File: src/rtl/hz_pkg.sv
package hz_pkg;
  typedef enum logic [1:0] {
    FWD_RF  = 2'b00,
    FWD_WB  = 2'b01,
    FWD_MEM = 2'b10
  } fwd_sel_e;
endpackage

File: src/rtl/hz_src_match.sv
module hz_src_match #(
  parameter int AW = 5
) (
  input  logic [AW-1:0] src,
  input  logic [AW-1:0] rd,
  input  logic          wen,
  output logic          hit
);
  localparam logic [AW-1:0] ZERO_REG = '0;
  assign hit = wen && (src != ZERO_REG) && (src == rd);
endmodule

File: src/rtl/hz_fwd_select.sv
module hz_fwd_select
  import hz_pkg::*;
#(
  parameter int AW = 5
) (
  input  logic [AW-1:0] src,
  input  logic [AW-1:0] mem_rd,
  input  logic          mem_wen,
  input  logic [AW-1:0] wb_rd,
  input  logic          wb_wen,
  output logic [1:0]    sel
);
  logic mem_hit, wb_hit;
  fwd_sel_e choice;

  hz_src_match #(.AW(AW)) u_mem (.src(src), .rd(mem_rd), .wen(mem_wen), .hit(mem_hit));
  hz_src_match #(.AW(AW)) u_wb  (.src(src), .rd(wb_rd),  .wen(wb_wen),  .hit(wb_hit));

  // newest producer first
  always_comb begin
    if (mem_hit)     choice = FWD_MEM;
    else if (wb_hit) choice = FWD_WB;
    else             choice = FWD_RF;
  end

  assign sel = choice;
endmodule

File: src/rtl/hz_load_use.sv
module hz_load_use #(
  parameter int AW   = 5,
  parameter int NSRC = 2
) (
  input  logic             clk,
  input  logic             rst_n,
  input  logic [NSRC*AW-1:0] id_src,
  input  logic [AW-1:0]    ex_rd,
  input  logic             ex_wen,
  input  logic             ex_load,
  output logic             stall
);
  logic [NSRC-1:0] hit;
  logic            stall_q;

  for (genvar i = 0; i < NSRC; i++) begin : g_src
    hz_src_match #(.AW(AW)) u_m (
      .src(id_src[i*AW +: AW]),
      .rd (ex_rd),
      .wen(ex_wen && ex_load),
      .hit(hit[i])
    );
  end

  // the stalled cycle always puts a bubble into execute, so one cycle suffices
  assign stall = (|hit) && !stall_q;

  always_ff @(posedge clk) begin
    if (!rst_n) stall_q <= 1'b0;
    else        stall_q <= stall;
  end
endmodule

File: src/rtl/hazard_unit.sv
module hazard_unit #(
  parameter int AW = 5
) (
  input  logic          clk,
  input  logic          rst_n,
  input  logic [AW-1:0] id_rs1,
  input  logic [AW-1:0] id_rs2,
  input  logic [AW-1:0] ex_rs1,
  input  logic [AW-1:0] ex_rs2,
  input  logic [AW-1:0] ex_rd,
  input  logic          ex_wen,
  input  logic          ex_load,
  input  logic [AW-1:0] mem_rd,
  input  logic          mem_wen,
  input  logic [AW-1:0] wb_rd,
  input  logic          wb_wen,
  output logic [1:0]    fwd_a,
  output logic [1:0]    fwd_b,
  output logic          stall,
  output logic          bubble
);
  localparam int NOPS = 2;

  logic [NOPS*AW-1:0] ex_src;
  logic [NOPS*AW-1:0] id_src;
  logic [NOPS*2-1:0]  sel_all;

  assign ex_src = {ex_rs2, ex_rs1};
  assign id_src = {id_rs2, id_rs1};

  for (genvar k = 0; k < NOPS; k++) begin : g_op
    hz_fwd_select #(.AW(AW)) u_sel (
      .src    (ex_src[k*AW +: AW]),
      .mem_rd (mem_rd),
      .mem_wen(mem_wen),
      .wb_rd  (wb_rd),
      .wb_wen (wb_wen),
      .sel    (sel_all[k*2 +: 2])
    );
  end

  assign fwd_a = sel_all[1:0];
  assign fwd_b = sel_all[3:2];

  hz_load_use #(.AW(AW), .NSRC(NOPS)) u_lu (
    .clk    (clk),
    .rst_n  (rst_n),
    .id_src (id_src),
    .ex_rd  (ex_rd),
    .ex_wen (ex_wen),
    .ex_load(ex_load),
    .stall  (stall)
  );

  assign bubble = stall;
endmodule

File: config.mk
export PLATFORM = sky130hd
export DESIGN_NAME = hazard_unit
export DESIGN_NICKNAME = d
export VERILOG_FILES = /design/src/rtl/hz_pkg.sv /design/src/rtl/hz_src_match.sv /design/src/rtl/hz_fwd_select.sv /design/src/rtl/hz_load_use.sv /design/src/rtl/hazard_unit.sv
export SDC_FILE = /design/constraint.sdc
export NUM_CORES = 1
export LEC_CHECK = 0
export ABC_AREA = 1
export ABC_CLOCK_PERIOD_IN_PS = 1400
export BUFFER_PORTS_ARGS = -buffer_cell sky130_fd_sc_hd__buf_2
export CAP_MARGIN = 20
export CORE_ASPECT_RATIO = 0.9
export CORE_MARGIN = 2
export CORE_UTILIZATION = 39
export CTS_CLUSTER_DIAMETER = 120
export DETAILED_ROUTE_END_ITERATION = 10
export GPL_ROUTABILITY_DRIVEN = 1
export PLACE_DENSITY = 0.77
export SLEW_MARGIN = 0
export SYNTH_ARGS = -nofsm -noshare
export SYNTH_HDL_FRONTEND = slang
export SYNTH_SLANG_ARGS = --single-unit
File: constraint.sdc
create_clock -name clk -period 1.4 [get_ports clk]
set_clock_uncertainty 0.15 [all_clocks]
set_input_delay 0.28 -clock clk [delete_from_list [all_inputs] [get_ports clk]]
set_output_delay 0.28 -clock clk [all_outputs]
set_load 0.01 [all_outputs]
==> reports/qor.txt, run 1 <==
Adder-cell share of the synthesized area - 0%
Share of synthesized area spent on multiplexers - 0%
Total of max-cap violations - 0
Remaining global-route overflow - 0
Warnings, synthesis - 0
Share of cells above drive strength 1 - 53.8%
Timing-limited maximum frequency - 648 MHz
Worst slew margin relative to its limit - 85.8%
Setup violation total in the final timing report - 5
WP data required - 970 ps
Launch point of the critical path - id_rs1[2]
Startpoint type of the worst setup path - input port
Via Count - 957
Number of endpoints with negative hold slack in the final report - 0
Xor-xnor portion of the synthesized cell area - 14.5%
Overall die height - 41.4 um
Core Box Area - 1450 um2
Hold Worst Slack - 361 ps
Post-synthesis compound-gate area fraction - 11.4%
Number of nets in the layout - 214
Reg-to-reg slack, setup - 610 ps
FILL cells - 86
Count of flip-flops with a built-in enable after synthesis - 0
Clock-pin slew on the worst setup and hold paths - 0 ps
Maximum number of pins on one net before global-route repair - 5
Data arrival time of the critical path - 1110 ps
Main combinational cell family by area after synthesis - simple AND/OR/NAND/NOR gates
Slew at the pin with the worst max-slew slack - 212 ps
Clock insertion delay at the later pin of the skew report - 0 ps
Post-CTS Setup Repair Bufs - 0
Layout area overhead - 99.2%
DRC viols - 0
Unrepaired setup endpoints after global routing - yes
Type of the worst setup path - input port to output port
Final critical path time including I/O delays and setup - 1540 ps
Largest register by flop count - u_lu.stall_q
Violated checks - negative setup slack
Hold Path Class - input port to flop
Synth area leader - nand2_1
Worst Path Max Fanout - 3
Count of boundary I/O pins - 47
Mean routed wirelength per cell - 13.3 um
Max FFs per register - 1
Endpoint of the lowest-slack register-to-register path - u_lu.stall_q$_SDFF_PN0_
Number of max-slew violations in the final report - 0
Reg2reg start - u_lu.stall_q$_SDFF_PN0_
Sequential element share of the synthesized area - 3.31%
Remaining number of nets flagged by the antenna check after routing - 0
Number of unique standard cell types used by synthesis - 24
Synthesized netlist cell count - 122
Drt total wl - 2480 um
Net count after synthesis - 163
Starting density of the core - 41.8%
Initial antenna violation count - 0
Via count of the first global-routing pass - 689
Number of cells traversed by the worst hold path - 3
Initial DRC count - 35
Largest registers - u_lu.stall_q: 1 flops
Cell types occupying the most area after synthesis - nand2_1 (24%), inv_1 (11%), nor2_1 (8.7%), xnor2_1 (8.7%), xor2_1 (5.8%)
Port bufs - 46
Flip-flop and latch count after synthesis - 1
Design Power - 0.000367 W
Most used flip-flop cell after synthesis - dfxtp_1
Number of vias per cell after detailed routing - 5.15
Router iterations before antenna repair - 4
Status - finished with violations
Leakage - 0.646 nW
Mapped Area - 606 um2
GRT Util Overall - 20.9%
Diodes inserted - 0
Capturing element of the worst setup path - bubble
Total half-perimeter wirelength after legalization and detailed placement - 1570 um
Top-area cell type share of the netlist area - 23.6%
Share of flip-flops with an asynchronous set or reset after synthesis - 0%
Horizontal extent of the die - 45.5 um
Final TNS setup - -557 ps
Placer congestion estimate - 0.976
Power density of the placed cells - 304 nW/um2
Global-route wire length before repair - 2880 um
Total number of placement rows - 13
Area enclosed by the die boundary - 1880 um2
CP Capture Type - output port
Tcrit/Tclk final - 110%
Mean instance size in the synthesized netlist - 4.96 um2
Synthesized-area fraction occupied by and/or/nand/nor cells - 52.3%
Worst IR drop on VDD - 0.000182 V
Logic depth of the worst register-to-register path - 4
Worst path setup slack after routing - -143 ps
-- cells in the final DEF (no fill, tap or decap) --
cell / synthesis / routed
or2_1: 2 / 3
a21oi_2: 1 / 2
xnor2_4: 0 / 1
o22ai_1: 1 / 1
nand3_1: 6 / 6
inv_1: 17 / 10
nand4_1: 3 / 3
nand2_1: 38 / 35
xor2_1: 4 / 3
nand2_2: 1 / 4
o211ai_1: 1 / 1
buf_6: 0 / 18
nor3_2: 1 / 5
o21ai_2: 0 / 1
nor2_4: 0 / 1
buf_2: 0 / 18
nor2_1: 14 / 11
inv_4: 0 / 5
o21a_1: 1 / 1
buf_4: 3 / 10
inv_2: 7 / 9
xor2_2: 0 / 1
xnor2_2: 0 / 5
dfxtp_1: 1 / 1
nor2_2: 2 / 4
buf_12: 0 / 1
nor3_4: 0 / 1
o2111ai_2: 0 / 1
a21oi_1: 3 / 2
o21ai_1: 1 / 2
buf_8: 0 / 5
-- worst max-delay path: stages --
cell and delay (ps):
buf_2 120, nor2_1 110, nand3_1 100, nand2_1 90
nand2_1 60, nand3_1 70, nand2_1 70, nand2_2 70
inv_2 50, buf_6 110
-- synthesized netlist by cell type (2+ instances only) --
cell     instances
nand2_1         38
inv_1           17
nor2_1          14
inv_2            7
nand3_1          6
xnor2_1          6
nor3_1           5
xor2_1           4
a21oi_1          3
buf_4            3
nand4_1          3
nor2_2           2
o21ai_0          2
or2_1            2
-- cells by family after synthesis --
group / Yosys count
DFF: 1
buffers and inverters: 27
xor gates and xnor gates: 10
and+or+nand+nor: 73
AOI/OAI and AO/OA: 11
-- power breakdown --
| part | internal [W] | total [W] | switching, W | leakage [nW] |
|---|---|---|---|---|
| registers | 0.0000294 | 0.0000295 | 0.0000000660 | 0.00806 |
| clock network | 0 | 0 | 0 | 0 |
| logic | 0.000182 | 0.000337 | 0.000156 | 0.638 |
-- metal layers --
layer / track usage (%) / up-vias / part of all wire [%]
met4: 1.47 / 0 / 0.48
li1: - / 481 / -
met2: 37.7 / 46 / 53
met3: 0 / 2 / 6.5
met5: 0 / - / 0
met1: 29.4 / 428 / 40
-- timing repair --
action,CTS,global route
resized for setup,39,45
pin swaps,22,29
endpoints found under the setup margin,6,7
hold buffers,0,0
-- per-stage QoR --
stage | setup slack (ps) | std cells | instance area (um2) | utilization [%]
after floorplan | 32.3 | 122 | 606 | -
after global placement | -147 | 186 | 877 | 60.6
after detailed placement | -154 | 186 | 877 | 60.6
after CTS | -114 | 186 | 1040 | 72.1
after global routing | -191 | 186 | 1210 | 83.3
final | -143 | 186 | 1210 | 83.3
-- layout make-up --
type,count,area (um2),area share (%)
sequential,1,20.0,1.66
timing repair buffer,52,463,38.4
multi-input combinational,94,602,49.9
inverter,24,103,8.51
tap,15,18.8,1.56
-- how the worst min path moves through the flow --
| stage | start | end | slack (ps) |
|---|---|---|---|
| finish | rst_n | u_lu.stall_q$_SDFF_PN0_ | 360 |
| global route | rst_n | u_lu.stall_q$_SDFF_PN0_ | 380 |
| CTS | rst_n | u_lu.stall_q$_SDFF_PN0_ | 370 |
| detailed placement | rst_n | u_lu.stall_q$_SDFF_PN0_ | 370 |
| global placement | rst_n | u_lu.stall_q$_SDFF_PN0_ | 350 |
| floorplan | rst_n | u_lu.stall_q$_SDFF_PN0_ | 260 |
Power figures use the tool's default switching activity.
==> run 2: changes to the inputs <==
--- a/config.mk
+++ b/config.mk
@@ -5,17 +5,15 @@
 export SDC_FILE = /design/constraint.sdc
 export NUM_CORES = 1
 export LEC_CHECK = 0
-export ABC_AREA = 1
 export ABC_CLOCK_PERIOD_IN_PS = 1400
 export BUFFER_PORTS_ARGS = -buffer_cell sky130_fd_sc_hd__buf_2
 export CAP_MARGIN = 20
-export CORE_ASPECT_RATIO = 0.9
 export CORE_MARGIN = 2
-export CORE_UTILIZATION = 39
+export CORE_UTILIZATION = 36
 export CTS_CLUSTER_DIAMETER = 120
 export DETAILED_ROUTE_END_ITERATION = 10
 export GPL_ROUTABILITY_DRIVEN = 1
-export PLACE_DENSITY = 0.77
+export PLACE_DENSITY = 0.78
 export SLEW_MARGIN = 0
 export SYNTH_ARGS = -nofsm -noshare
 export SYNTH_HDL_FRONTEND = slang
==> run 2 against run 1 <==
  * The flow still finishes with violations (negative setup slack)
  * Highest routed layer unchanged
  * Die area shrank 7.7%
  * Sequential power about the same
  * Largest power group unchanged
  * Critical endpoint is now fwd_a[0]
  * Hold slack better by 97 ps
  * Wire length shrank 31%
  * Sequential cell count unchanged
  * Maximum frequency shrank 18%
==> reports/qor.txt, run 2 <==
Area enclosed by the die boundary - 1740 um2
Hold Crit Start - rst_n
Timing-limited maximum frequency - 530 MHz
WP data required - 970 ps
Total of max-cap violations - 0
Total half-perimeter wirelength after legalization and detailed placement - 1340 um
Number of max-slew violations in the final report - 0
Worst IR drop on VDD - 0.000165 V
Final TNS setup - -2530 ps
Layout area overhead - 96.3%
GRT Util Overall - 19.7%
Most frequent cells in the layout - buf_2 (37), buf_4 (20), xnor2_1 (15), xor2_1 (10), buf_6 (9)
Horizontal extent of the die - 41.7 um
Worst slew margin relative to its limit - 80.8%
Leakage - 0.458 nW
Cell-internal power - 0.000184 W
Number of nets in the layout - 168
Via Count - 702
Initial DRC count - 13
FILL cells - 90
Most used flip-flop cell after synthesis - dfxtp_1
Top-area cell type share of the netlist area - 30.8%
Slew at the pin with the worst max-slew slack - 289 ps
Max FFs per register - 1
Number of buffers inserted by hold repair at cts - 0
Warnings, synthesis - 0
Most frequent cell after synthesis - xnor2_1
Clock-pin slew on the worst setup and hold paths - 0 ps
Number of endpoints with negative hold slack in the final report - 0
Remaining global-route overflow - 0
Status - finished with violations
Count of flip-flops with a built-in enable after synthesis - 0
Flip-flop and latch count after synthesis - 1
CP Capture Type - output port
Worst Path Max Fanout - 2
Final critical path time including I/O delays and setup - 1890 ps
Maximum number of pins on one net before global-route repair - 4
Cell types occupying the most area after synthesis - xnor2_1 (31%), xor2_1 (17%), nor4_2 (9.8%), nand4_1 (7.3%), buf_4 (4.4%)
Post-layout util - 76.3%
Unrepaired setup endpoints after global routing - yes
Logic depth of the worst register-to-register path - 3
Worst Hold Endpoint - u_lu.stall_q$_SDFF_PN0_
Overall die height - 41.7 um
Data arrival time of the critical path - 1460 ps
Mean routed wirelength per cell - 12.2 um
Register area - 20.0 um2
Count of boundary I/O pins - 47
Largest register by flop count - u_lu.stall_q
Synth area leader - xnor2_1
Commonest cells in the netlist - xnor2_1 (18), xor2_1 (10), nand4_1 (6)
Remaining number of nets flagged by the antenna check after routing - 0
Tcrit/Tclk final - 135%
Port bufs - 46
Endpoint of the lowest-slack register-to-register path - u_lu.stall_q$_SDFF_PN0_
DRC viols - 0
Net count after synthesis - 103
Initial antenna violation count - 0
Via count of the first global-routing pass - 725
Number of unique standard cell types used by synthesis - 16
Share of flip-flops with an asynchronous set or reset after synthesis - 0%
Mapped Area - 512 um2
Router iterations before antenna repair - 4
Sw Ratio - 39.4%
Hold Path Class - input port to flop
Share of cells above drive strength 1 - 64.8%
Startpoint type of the worst setup path - input port
Setup Slack @ Placement - -484 ps
Largest registers - u_lu.stall_q: 1 flops
Starting density of the core - 38.8%
Gate power share - 90.3%
Total number of placement rows - 13
Diodes inserted - 0
Total net switching power - 0.000120 W
Synthesized netlist cell count - 62
Global-route wire length before repair - 2790 um
Placer congestion estimate - 0.823
Most common library cell in the layout ignoring fill and taps - buf_2
Reg-to-reg slack, setup - 410 ps
Type of the worst setup path - input port to output port
Setup violation total in the final timing report - 7
Drt total wl - 1710 um
Reg2reg start - u_lu.stall_q$_SDFF_PN0_
Area of the multi-input gates - 529 um2
Clock insertion delay at the later pin of the skew report - 0 ps
Number of cells traversed by the worst hold path - 3
Worst path setup slack after routing - -486 ps
Mean instance size in the synthesized netlist - 8.25 um2
Sequential cell fraction of total power - 9.7%
Clk pwr share - 0%
Power density of the placed cells - 302 nW/um2
Sequential element share of the synthesized area - 3.91%
Core Box Area - 1320 um2
Hold Worst Slack - 458 ps
Violated checks - negative setup slack
Number of vias per cell after detailed routing - 5.01
run 2: changes by cell type after synthesis, sizes merged, moves of 6 or more:
cell | before | now
nor4 | 0 | 6
xor2 | 4 | 10
xnor2 | 6 | 18
nor2 | 16 | 2
inv | 24 | 0
nand2 | 39 | 3
nand3 | 6 | 0
run 2: layer usage:
| layer | track usage, % | wire length, um |
|---|---|---|
| met3 | 2.17 | 140 |
| met5 | 0 | 0 |
| met1 | 21.9 | 685 |
| met4 | 1.94 | 21 |
| met2 | 40.0 | 860 |
run 2: power groups by stage:
stage,Clock (W),Sequential (W),Combinational (W)
after CTS,0,0.0000295,0.000255
after global placement,0,0.0000295,0.000223
after detailed placement,0,0.0000295,0.000230
after global routing,0,0.0000296,0.000295
after floorplan,0,0.0000295,0.0000982
final,0,0.0000296,0.000274
run 2: worst max-delay path, cell delays in order:
cell	delay [ps]
buf_6	90
or4_4	540
nor2_4	120
nor4_4	60
nor4_2	200
buf_2	160
run 2: worst max path at each step:
stage / to / slack (ps) / start / depth (start not counted)
CTS: fwd_a[0] / -480 / ex_rs1[0] / 6
finish: fwd_a[0] / -490 / ex_rs1[0] / 6
global route: fwd_a[0] / -590 / ex_rs1[0] / 6
detailed placement: fwd_b[0] / -480 / ex_rs2[0] / 6
global placement: fwd_b[0] / -470 / ex_rs2[0] / 6
floorplan: fwd_a[0] / -320 / ex_rs1[0] / 4
run 2: through the flow:
step	power, W	cell area, um2	cells
6_report	0.000304	1000	140
3_5_place_dp	0.000260	866	136
2_1_floorplan	0.000128	519	62
4_1_cts	0.000284	968	140
3_3_place_gp	0.000253	866	136
5_1_grt	0.000324	1000	140
run 2: final cells by class:
type	count	share of cell area, %
Tap cell	15	1.87
Multi-Input combinational cell	58	52.7
Sequential cell	1	1.99
Timing Repair Buffer	66	43.5
run 2: cell families after synthesis:
kind of cell              count (synthesis)  synth area share [%]
AOI/OAI and AO/OA                         4                  5.38
xor gates and xnor gates                 28                  47.9
buffers and inverters                     3                  4.40
DFF                                       1                  3.91
and+or+nand+nor                          26                  38.4
run 2: what timing repair did:
| action | CTS | global route |
|---|---|---|
| buffers inserted | 5 | 1 |
| pin swaps | 7 | 8 |
| endpoints found under the setup margin | 7 | 7 |
| resized for setup | 11 | 6 |
==> run 3: changes to the inputs <==
--- a/config.mk
+++ b/config.mk
@@ -6,14 +6,14 @@
 export NUM_CORES = 1
 export LEC_CHECK = 0
 export ABC_CLOCK_PERIOD_IN_PS = 1400
-export BUFFER_PORTS_ARGS = -buffer_cell sky130_fd_sc_hd__buf_2
 export CAP_MARGIN = 20
-export CORE_MARGIN = 2
-export CORE_UTILIZATION = 36
+export CORE_AREA = 2 2 39 41
 export CTS_CLUSTER_DIAMETER = 120
 export DETAILED_ROUTE_END_ITERATION = 10
+export DIE_AREA = 0 0 41 43
+export DONT_BUFFER_PORTS = 1
 export GPL_ROUTABILITY_DRIVEN = 1
-export PLACE_DENSITY = 0.78
+export PLACE_DENSITY = 0.49
 export SLEW_MARGIN = 0
 export SYNTH_ARGS = -nofsm -noshare
 export SYNTH_HDL_FRONTEND = slang
==> run 3 against run 2 <==
  * Via count decreased by 33%
  * Sequential share of layout area increased by 1.4 points
  * Critical path depth decreased by 1
  * Global-route usage decreased by 6.2 points
  * Critical endpoint is now fwd_b[0]
  * Maximum frequency increased by 7.0%
  * Wire length decreased by 34%
  * Largest power group unchanged
  * Die area increased by 1.4%
  * The flow still finishes with violations (negative setup slack)
  * Utilization decreased by 33 points
  * Sequential power about the same
==> reports/qor.txt, run 3 (synthesis gave the netlist of run 2 again) <==
Max FFs per register - 1
Starting density of the core - 37.0%
Tcrit/Tclk final - 126%
Router iterations before antenna repair - 3
Violated checks - negative setup slack
WP data required - 970 ps
Core Box Area - 1380 um2
Layout Cells excl Fill - 84
Horizontal extent of the die - 41 um
Type of the worst setup path - input port to output port
Most numerous cell on the critical path - nor4_2
Most frequent cells in the layout - xnor2_1 (18), xor2_1 (10), buf_4 (9), nand4_1 (6), nor4_2 (4)
Initial DRC count - 1
Hold Path Class - input port to flop
Via Count - 469
Number of nets in the layout - 111
Via count of the first global-routing pass - 540
Clock-pin slew on the worst setup and hold paths - 0 ps
Number of max-slew violations in the final report - 0
Share of cells above drive strength 1 - 30.9%
Worst path setup slack after routing - -363 ps
Overall die height - 43 um
Worst slew margin relative to its limit - 79.8%
Category of cells accounting for the largest share of critical-path delay - simple AND/OR/NAND/NOR gates
Total half-perimeter wirelength after legalization and detailed placement - 1110 um
Total of max-cap violations - 0
Initial antenna violation count - 0
Drt total wl - 1130 um
DRC viols - 0
Clock insertion delay at the later pin of the skew report - 0 ps
Design Power - 0.000145 W
Count of boundary I/O pins - 47
Layout area overhead - 16.6%
Remaining global-route overflow - 0
Worst Path Max Fanout - 3
Dpl cells - 83
Number of buffers inserted by hold repair at cts - 0
Remaining number of nets flagged by the antenna check after routing - 0
Largest registers - u_lu.stall_q: 1 flops
Final critical path time including I/O delays and setup - 1760 ps
Buf+Inv Stages, Crit Path - 1
Diodes inserted - 0
Slew at the pin with the worst max-slew slack - 300 ps
Mean routed wirelength per cell - 13.5 um
Power density of the placed cells - 242 nW/um2
Worst path cell trace - or4_4, nor2_4, nor4_2, nor4_2, buf_4
Setup violation total in the final timing report - 6
Largest register by flop count - u_lu.stall_q
Placer congestion estimate - 0.690
Leakage - 0.183 nW
Standard cell area after detailed placement - 577 um2
Number of vias per cell after detailed routing - 5.58
Post-layout instance area - 597 um2
CP Capture Type - output port
Timing-limited maximum frequency - 567 MHz
Number of endpoints with negative hold slack in the final report - 0
Slowest cell on the critical path - or4_4
Port bufs - 0
Post-layout util - 43.1%
FILL cells - 144
GRT Util Overall - 13.5%
Area enclosed by the die boundary - 1760 um2
Most common library cell in the layout ignoring fill and taps - xnor2_1
Delay of the slowest cell on the worst path - 530 ps
Data arrival time of the critical path - 1330 ps
Unrepaired setup endpoints after global routing - yes
Status - finished with violations
Startpoint type of the worst setup path - input port
Total number of placement rows - 14
Maximum number of pins on one net before global-route repair - 5
Worst IR drop on VDD - 0.0000872 V
Global-route wire length before repair - 1730 um
==> run 3: per-layer routing <==
metal | GRT usage (%) | wire length, um | vias to the layer above
li1 | - | - | 234
met1 | 9.84 | 315 | 201
met2 | 29.4 | 661 | 32
met3 | 2.09 | 134 | 2
met4 | 4.00 | 23 | 0
met5 | 0 | 0 | -
==> run 3: power breakdown <==
part	switching [W]	leakage [nW]	internal [W]
combinational	0.0000449	0.175	0.0000702
sequential	0.000000195	0.00806	0.0000294
clock	0	0	0
total	0.0000451	0.183	0.0000995
==> run 3: final timing paths <==
path	from	to	slack, ps	cells past startpoint
worst max register to register	u_lu.stall_q$_SDFF_PN0_	u_lu.stall_q$_SDFF_PN0_	390	3
worst max-delay path	ex_rs2[0]	fwd_b[0]	-360	5
worst min register to register	u_lu.stall_q$_SDFF_PN0_	u_lu.stall_q$_SDFF_PN0_	490	2
worst min-delay path	rst_n	u_lu.stall_q$_SDFF_PN0_	370	2
==> run 3: area by class of cell <==
type                       instances  area (um2)  area share, %
sequential                         1        20.0           3.35
tap                               16        20.0           3.35
timing repair buffer               9        67.6           11.3
multi-input combinational         58         489           82.0
==> run 3: per-stage QoR <==
step | setup TNS, ps | worst slack (ps) | hold slack (ps)
floorplan | -1330 | -317 | 307
global placement | -1580 | -359 | 333
detailed placement | -1600 | -367 | 343
CTS | -1610 | -367 | 343
global route | -2040 | -442 | 385
finish | -1560 | -363 | 374
==> run 3: timing repair <==
item | CTS | global route
gates resized for setup | 0 | 2
endpoints found under the setup margin | 6 | 7
pin swaps | 2 | 2
buffers inserted | 1 | 0
